<file path="src/rtl/amp_pkg.sv">
package amp_pkg;
  typedef enum logic [1:0] {
    AMP_STBY = 2'b00,
    AMP_MUTE = 2'b01,
    AMP_PLAY = 2'b10,
    AMP_HIZ  = 2'b11
  } amp_state_e;
endpackage

</file>
<file path="src/rtl/amp_oc_retry.sv">
// Overcurrent latch with a timed single-cycle recheck.
module amp_oc_retry #(
  parameter int RETRY_CYCLES = 1000
) (
  input  logic clk,
  input  logic rst_n,
  input  logic oc_flag,
  input  logic drive_en,
  input  logic other_hiz,
  output logic lat_next,
  output logic lat_q,
  output logic probe_q
);
  localparam int W = $clog2(RETRY_CYCLES + 1);
  localparam logic [W-1:0] LAST = W'(RETRY_CYCLES - 1);

  logic [W-1:0] cnt_q, cnt_d;
  logic         probe_d;

  always_comb begin
    if (lat_q) lat_next = probe_q ? oc_flag : 1'b1;
    else       lat_next = oc_flag & drive_en;
    probe_d = 1'b0;
    cnt_d   = '0;
    if (lat_q && !probe_q) begin
      if (cnt_q == LAST) begin
        if (!other_hiz) probe_d = 1'b1;
        else            cnt_d   = cnt_q;   // hold until other faults clear
      end else begin
        cnt_d = cnt_q + 1'b1;
      end
    end
  end

  always_ff @(posedge clk or negedge rst_n) begin
    if (!rst_n) begin
      lat_q   <= 1'b0;
      probe_q <= 1'b0;
      cnt_q   <= '0;
    end else begin
      lat_q   <= lat_next;
      probe_q <= probe_d;
      cnt_q   <= cnt_d;
    end
  end
endmodule

</file>
<file path="src/rtl/amp_soft_timer.sv">
// Counts mute cycles after standby or hi-Z; saturates when play is allowed.
module amp_soft_timer #(
  parameter int SOFT_CYCLES = 256
) (
  input  logic clk,
  input  logic rst_n,
  input  logic clear,
  output logic ready
);
  localparam int W = $clog2(SOFT_CYCLES + 1);
  localparam logic [W-1:0] LAST = W'(SOFT_CYCLES - 1);

  logic [W-1:0] cnt_q, cnt_d;
  logic         cnt_en;

  assign ready  = (cnt_q == LAST);
  assign cnt_en = clear | ~ready;

  always_comb begin
    if (clear) cnt_d = '0;
    else       cnt_d = cnt_q + 1'b1;
  end

  always_ff @(posedge clk or negedge rst_n) begin
    if (!rst_n)      cnt_q <= '0;
    else if (cnt_en) cnt_q <= cnt_d;
  end
endmodule

</file>
<file path="src/rtl/amp_mode_ctrl.sv">
module amp_mode_ctrl
  import amp_pkg::*;
#(
  parameter int RETRY_CYCLES = 1000,
  parameter int SOFT_CYCLES  = 256
) (
  input  logic       clk,
  input  logic       rst_n,
  input  logic       run_req_i,
  input  logic       unmute_req_i,
  input  logic       ov_flt_i,
  input  logic       uv_flt_i,
  input  logic       oc_flt_i,
  input  logic       tw_flt_i,
  input  logic       tsd_flt_i,
  output logic [1:0] state_o,
  output logic       bridge_en_o,
  output logic       diag_pull_o
);
  amp_state_e state_q, state_d;
  logic diag_q, diag_d;
  logic driving, other_hiz, oc_lat_d, oc_lat_q, oc_probe_q;
  logic soft_clear, soft_ready;

  assign driving     = (state_q == AMP_MUTE) || (state_q == AMP_PLAY);
  assign bridge_en_o = driving | oc_probe_q;
  assign other_hiz   = tsd_flt_i | ov_flt_i | uv_flt_i;
  assign soft_clear  = ~driving;

  amp_oc_retry #(.RETRY_CYCLES(RETRY_CYCLES)) u_oc (
    .clk(clk), .rst_n(rst_n), .oc_flag(oc_flt_i), .drive_en(bridge_en_o),
    .other_hiz(other_hiz), .lat_next(oc_lat_d), .lat_q(oc_lat_q),
    .probe_q(oc_probe_q)
  );

  amp_soft_timer #(.SOFT_CYCLES(SOFT_CYCLES)) u_soft (
    .clk(clk), .rst_n(rst_n), .clear(soft_clear), .ready(soft_ready)
  );

  // Priority: shutdown > supply/overcurrent > warning > user requests
  always_comb begin
    if (other_hiz || oc_lat_d)         state_d = AMP_HIZ;
    else if (tw_flt_i)                 state_d = AMP_MUTE;
    else if (!run_req_i)               state_d = AMP_STBY;
    else if (!unmute_req_i)            state_d = AMP_MUTE;
    else if (driving && soft_ready)    state_d = AMP_PLAY;
    else                               state_d = AMP_MUTE;
    diag_d = ~(other_hiz | oc_lat_d | tw_flt_i);
  end

  always_ff @(posedge clk or negedge rst_n) begin
    if (!rst_n) begin
      state_q <= AMP_STBY;
      diag_q  <= 1'b1;
    end else begin
      state_q <= state_d;
      diag_q  <= diag_d;
    end
  end

  assign state_o     = state_q;
  assign diag_pull_o = diag_q;
endmodule

</file>
<file path="config.mk">
export PLATFORM = sky130hd
export DESIGN_NAME = amp_mode_ctrl
export DESIGN_NICKNAME = d
export VERILOG_FILES = /design/src/rtl/amp_pkg.sv /design/src/rtl/amp_oc_retry.sv /design/src/rtl/amp_soft_timer.sv /design/src/rtl/amp_mode_ctrl.sv
export SDC_FILE = /design/constraint.sdc
export NUM_CORES = 1
export LEC_CHECK = 0
export CORE_ASPECT_RATIO = 0.75
export CORE_UTILIZATION = 35
export CTS_BUF_LIST = sky130_fd_sc_hd__clkbuf_4 sky130_fd_sc_hd__clkbuf_8
export DETAILED_ROUTE_END_ITERATION = 8
export PLACE_DENSITY = 0.57
export SLEW_MARGIN = 20
export SYNTH_ARGS = -nofsm -noshare
export SYNTH_HDL_FRONTEND = slang
export SYNTH_SLANG_ARGS = --single-unit
</file>
<file path="constraint.sdc">
create_clock -name clk -period 3.3 [get_ports clk]
set_input_delay 0.66 -clock clk [delete_from_list [all_inputs] [get_ports clk]]
set_output_delay 0.66 -clock clk [all_outputs]
set_load 0.02 [all_outputs]
</file>
==> summary.txt, run 1 <==
status - completed
RSZ-0062 raised after global routing - false
Placed Instance Area - 1350 sq um
CTS Sinks - 24
ys flop type - dfrtp_1
ys async rst share - 100%
hold-fix buffers at CTS - 0
IO Pins - 13
EDFF count, synth - 0
DR DRC count - 0
hold_ws - 520 ps
CTS tree - yes
Starting Density - 38.6%
setup TNS - 0 ps
initial antenna violation count - 0
Die Area - 3640 sq um
Max Slew Vio Count - 0
CP endpoint kind - output port
num rows - 17
Die Wd - 69.4 um
CP Launch Type - register
final std cells w/o fill - 167
initial DRC count - 28
top-count cell post-synth - dfrtp_1
synthesized area per cell - 10.4 sq um
total grt overflow - 0
slowest stage delay, CP - 600 ps
post-synth design cell area - 1190 sq um
f_max - 0.432 GHz
ANT cells - 0
hold path endpoint - u_soft.cnt_q[8]
minimum clock period - 2310 ps
CP top delay family - buffers and inverters
Pre-Repair DR Iteration Count - 4
CP Max Fanout - 10
top cells by count, synth - 23 x dfrtp_1, 13 x nor2_1, 9 x nand2_1
number of global-route vias before repair - 899
Setup CP Type - reg2out
Layout area overhead - 18.3%
Max VDD drop - 0.286 mV
DR vias/cell - 5.02
largest net degree at the start of global routing - 25
leakage power - 0.565 nW
GRT Total Usage - 14.0%
Synth area leaders - dfrtp_1 48%, xor2_1 5.9%, xnor2_1 4.4%
worst hold path type - reg2reg
routed via count - 838
Root Buffer - clkbuf_8
switching power - 0.000169 W
H-tree lvl count - 1
Hold Vio Cnt, Final - 0
Syn Inst Count - 114
WP data required - 2640 ps
sequential power share - 54.1%
critical-path cell list - xnor2_1 -> buf_4 -> nand2b_1 -> clkdlybuf4s50_1
Synth Register Bits - 24
ANT nets after route - 0
CP max stage cell - clkdlybuf4s50_1
slew margin rel. - 71.7%
setup violators final - 0
sequential-to-total area share from yosys stat - 50.5%
cts bufs inserted - 3
Post-CTS Setup Inserts - 0
Clock Path Buffers - 2
first-pass GRT wire length - 3880 um
Final nets - 142
placed insts - 163
capturing point of the worst reg2reg path - u_soft.cnt_q[5]
die height - 52.5 um
Unique masters post-synth - 32
WP buf/inv - 2
Net Count, Synth - 126
worst hold path startpoint - u_soft.cnt_q[8]
Arr. time, crit path - 1650 ps
cell area power density - 464 nW/um^2
IO Port Bufs - 12
Switching Fraction - 25.8%
Comb power frac - 16.0%
WHS Path Cells - 2
Tcrit/Tclk final - 70.1%
clk_lat worst skew - 260 ps
clock network fraction of total power - 29.9%
Worst Reg-to-Reg Cells - 7
Final Wtd Congestion - 0.726
final instance area - 1410 sq um
# Max-Cap Violations - 0
Reg clk slew, reported paths - 80 ps
R2R Setup Slk - 1230 ps
Final HPWL DP - 1570 um
total core area - 3080 sq um
final WL - 2110 um
share of the synthesized area in the top cell type - 48.3%
layout cell share with drive strength beyond 1 - 8.53%
Final Skew - 1.29 ps
Pint - 0.000485 W
largest area contributor in the netlist - dfrtp_1
Slew @ Worst Pin - 424 ps
Ys Warns - 0
post-cts resize count - 0
Reg-to-Reg Start - u_soft.cnt_q[0]
WL per Instance - 12.6 um
[cells in the final DEF, fill, tap and decap left out]
cell             count
a2111o_1             1
a21oi_1              3
a21oi_2              2
a31oi_1              1
and3_1               1
and4_1               1
and4bb_1             1
buf_4                2
clkbuf_8             4
clkdlybuf4s50_1     12
dfrtp_1             23
dfstp_2              1
ha_1                 3
inv_1                3
mux2i_1              1
mux2i_4              1
nand2_1              9
nand2b_1             3
nand3_1              4
nand3b_1             1
nand4_1              4
nand4b_1             2
nor2_1              13
nor2b_1              1
nor3_1               4
nor3b_1              1
nor4b_1              1
o21ai_0              6
o22ai_2              1
or3_1                5
xnor2_1              6
xor2_1               8
[tightest hold or removal path: stages, from the launching register on]
cell and delay (ps):
dfrtp_1 340, a21oi_1 60, nor2_1 70
[through the flow]
| stage | worst slack, ps | util, % | power (W) |
|---|---|---|---|
| after floorplan | 1410 | - | 0.000430 |
| after global placement | 1290 | 43.9 | 0.000461 |
| after detailed placement | 1220 | 43.9 | 0.000465 |
| after CTS | 964 | 45.7 | 0.000665 |
| after global routing | 890 | 45.7 | 0.000698 |
| final | 987 | 45.7 | 0.000654 |
[flip-flops by register name, indices dropped and copies added (netlist names)]
signal and flops:
u_oc.probe_q 1, state_o 2, u_soft.cnt_q 9, u_oc.cnt_q 10, diag_pull_o 1, u_oc.lat_q 1
[cell families after synthesis]
family                   Yosys count  synth area share [%]
AO/OA/AOI/OAI                     14                  7.77
XOR/XNOR                          14                  10.3
AND/OR/NAND/NOR                   51                  22.9
multiplexers                       2                  2.73
flip-flops                        24                  50.5
adder cells (fa/ha/maj)            3                  3.15
buffers and inverters              6                  2.63
[area by class of cell]
class | instances | area [sq um]
Fill cell | 285 | 1680
Tap cell | 38 | 47.5
Sequential cell | 24 | 602
Inverter | 3 | 11.3
Clock buffer | 4 | 55.1
Multi-Input combinational cell | 84 | 558
Timing Repair Buffer | 14 | 135
[routing by layer]
layer / up-vias / share of wire, % / track usage, %
met1: 398 / 51 / 16.4
met5: - / 0 / 0
met4: 0 / 1.2 / 6.12
li1: 425 / - / -
met3: 2 / 3.5 / 4.04
met2: 13 / 45 / 24.4
[worst max-delay path by stage]
| stage | from | end | slack (ps) | cells after the start |
|---|---|---|---|---|
| final | state_o[1] | bridge_en_o | 990 | 4 |
| after global routing | state_o[1] | bridge_en_o | 890 | 4 |
| after CTS | state_o[1] | bridge_en_o | 960 | 4 |
| after detailed placement | u_soft.cnt_q[0] | u_soft.cnt_q[5] | 1220 | 7 |
| after global placement | state_o[0] | bridge_en_o | 1290 | 4 |
| after floorplan | state_o[1] | bridge_en_o | 1410 | 2 |
[power groups by stage]
| stage | Clock, W | Combinational, W | Sequential, W |
|---|---|---|---|
| after floorplan | 0 | 0.0000767 | 0.000354 |
| after global placement | 0 | 0.000103 | 0.000358 |
| after detailed placement | 0 | 0.000106 | 0.000359 |
| after CTS | 0.000205 | 0.000107 | 0.000353 |
| after global routing | 0.000215 | 0.000122 | 0.000360 |
| final | 0.000195 | 0.000105 | 0.000354 |
Power figures use the tool's default switching activity.
==> run 2: changes to the inputs <==
- PLACE_DENSITY: 0.57 -> 0.59
- clock period: 3.3 -> 1.9 ns (I/O delays scaled with it)
==> run 2 against run 1 <==
Die area unchanged; first-iteration DRC count decreased by 71%; hold slack worse by 51 ps; clock power rose by 66%; routed wire length up 3.7%; combinational power grew 74%; design area up 2.7%; clock skew is 4.8 ps higher; worst setup slack worse by 860 ps; critical path type is now reg2reg; critical endpoint is now u_soft.cnt_q[5].
==> summary.txt, run 2 (synthesis results as in run 1) <==
status - completed
most flop-heavy register - u_oc.cnt_q
CTS tree - yes
DR vias/cell - 5.11
f_max - 0.565 GHz
Layout area overhead - 21.4%
initial DRC count - 8
Max VDD drop - 0.402 mV
number of global-route vias before repair - 810
commonest non-fill, non-tap cells in the layout - 23 x dfrtp_1, 13 x nor2_1, 11 x clkdlybuf4s50_1
Setup CP Type - reg2reg
setup TNS - 0 ps
Switching Fraction - 26.7%
Pint - 0.000822 W
total grt overflow - 0
clk_lat worst skew - 270 ps
max reg flops - 10
setup slack at placement - 79.8 ps
Max Slew Vio Count - 0
Hold Vio Cnt, Final - 0
Starting Density - 38.6%
first-pass GRT wire length - 3660 um
hold-fix buffers at CTS - 0
Clock Path Buffers - 2
Final Wtd Congestion - 0.758
worst setup margin - 131 ps
CP Launch Type - register
Arr. time, crit path - 1970 ps
switching power - 0.000300 W
Comb power frac - 16.3%
ANT nets after route - 0
setup violators final - 0
Reg clk slew, reported paths - 90 ps
WP data required - 2100 ps
ANT cells - 0
slew margin rel. - 70.5%
routed via count - 868
Final nets - 145
H-tree lvl count - 1
cell area power density - 776 nW/um^2
sequential power share - 54.8%
largest net degree at the start of global routing - 25
most common cell after layout, fill and taps aside - dfrtp_1
clock network fraction of total power - 28.9%
minimum clock period - 1770 ps
die height - 52.5 um
IO Pins - 13
Root Buffer - clkbuf_8
worst hold path type - in2async
CP Max Fanout - 6
num rows - 17
leakage power - 0.581 nW
Final HPWL DP - 1570 um
IO Port Bufs - 12
DR DRC count - 0
total core area - 3080 sq um
GRT Total Usage - 13.3%
Pre-Repair DR Iteration Count - 4
WL per Instance - 12.9 um
initial antenna violation count - 0
cts bufs inserted - 3
layout cell share with drive strength beyond 1 - 15.2%
Die Area - 3640 sq um
Tcrit/Tclk final - 93.1%
hold_ws - 468 ps
CTS Sinks - 24
CP endpoint kind - register
final WL - 2190 um
Final Skew - 6.13 ps
Fill cells - 276
Die Wd - 69.4 um
# Max-Cap Violations - 0
Slew @ Worst Pin - 443 ps
==> run 2: path summary, 6_finish.rpt <==
check / end / cells past startpoint / from / slack [ps]
worst min register to register: u_soft.cnt_q[8] / 2 / u_soft.cnt_q[8] / 530
worst max-delay path: u_soft.cnt_q[5] / 7 / u_soft.cnt_q[0] / 130
min in group clk: u_soft.cnt_q[8] / 2 / u_soft.cnt_q[8] / 530
worst max register to register: u_soft.cnt_q[5] / 7 / u_soft.cnt_q[0] / 130
worst min-delay path: u_soft.cnt_q[2] / 2 / rst_n / 470
max in group asynchronous: diag_pull_o / 2 / rst_n / 1140
==> run 2: per-stage QoR <==
step,utilization [%],power [W],cell area [sq um],std cells
final,46.9,0.00112,1450,170
after global routing,46.9,0.00118,1450,170
after CTS,45.9,0.00113,1420,169
after detailed placement,44.4,0.000810,1370,165
after global placement,44.4,0.000801,1370,165
after floorplan,-,0.000748,1190,114
==> run 2: final cells by class <==
cell class / instances / area, sq um / share of cell area, %
clock buffer: 4 / 48.8 / 3.37
inverter: 3 / 11.3 / 0.779
multi-input combinational: 84 / 581 / 40.1
sequential: 24 / 602 / 41.6
tap: 38 / 47.5 / 3.29
timing repair buffer: 17 / 156 / 10.8
==> run 2: critical path, stage by stage (launching register included) <==
cell and delay [ps]:
dfrtp_1 410, ha_2 210, nand3_1 80, nor2_1 60
ha_2 220, nand4b_1 230, or3_4 360, a21oi_2 130
==> run 2: repair_timing <==
item,4_1_cts,5_1_grt
resized for setup,1,8
endpoints found under the setup margin,1,5
setup buffers,0,1
==> run 2: power by group through the flow <==
stage | Sequential [W] | Combinational, W | Clock, W
floorplan | 0.000615 | 0.000133 | 0
global placement | 0.000622 | 0.000179 | 0
detailed placement | 0.000625 | 0.000186 | 0
CTS | 0.000614 | 0.000185 | 0.000331
global route | 0.000625 | 0.000204 | 0.000356
finish | 0.000615 | 0.000183 | 0.000324
==> run 2: routing by layer <==
metal / routed length (um) / vias up / global-route usage [%]
met4: 27 / 0 / 6.12
met2: 911 / 21 / 19.9
met1: 1170 / 413 / 18.3
met5: 0 / - / 0
met3: 79 / 2 / 3.27
li1: - / 432 / -
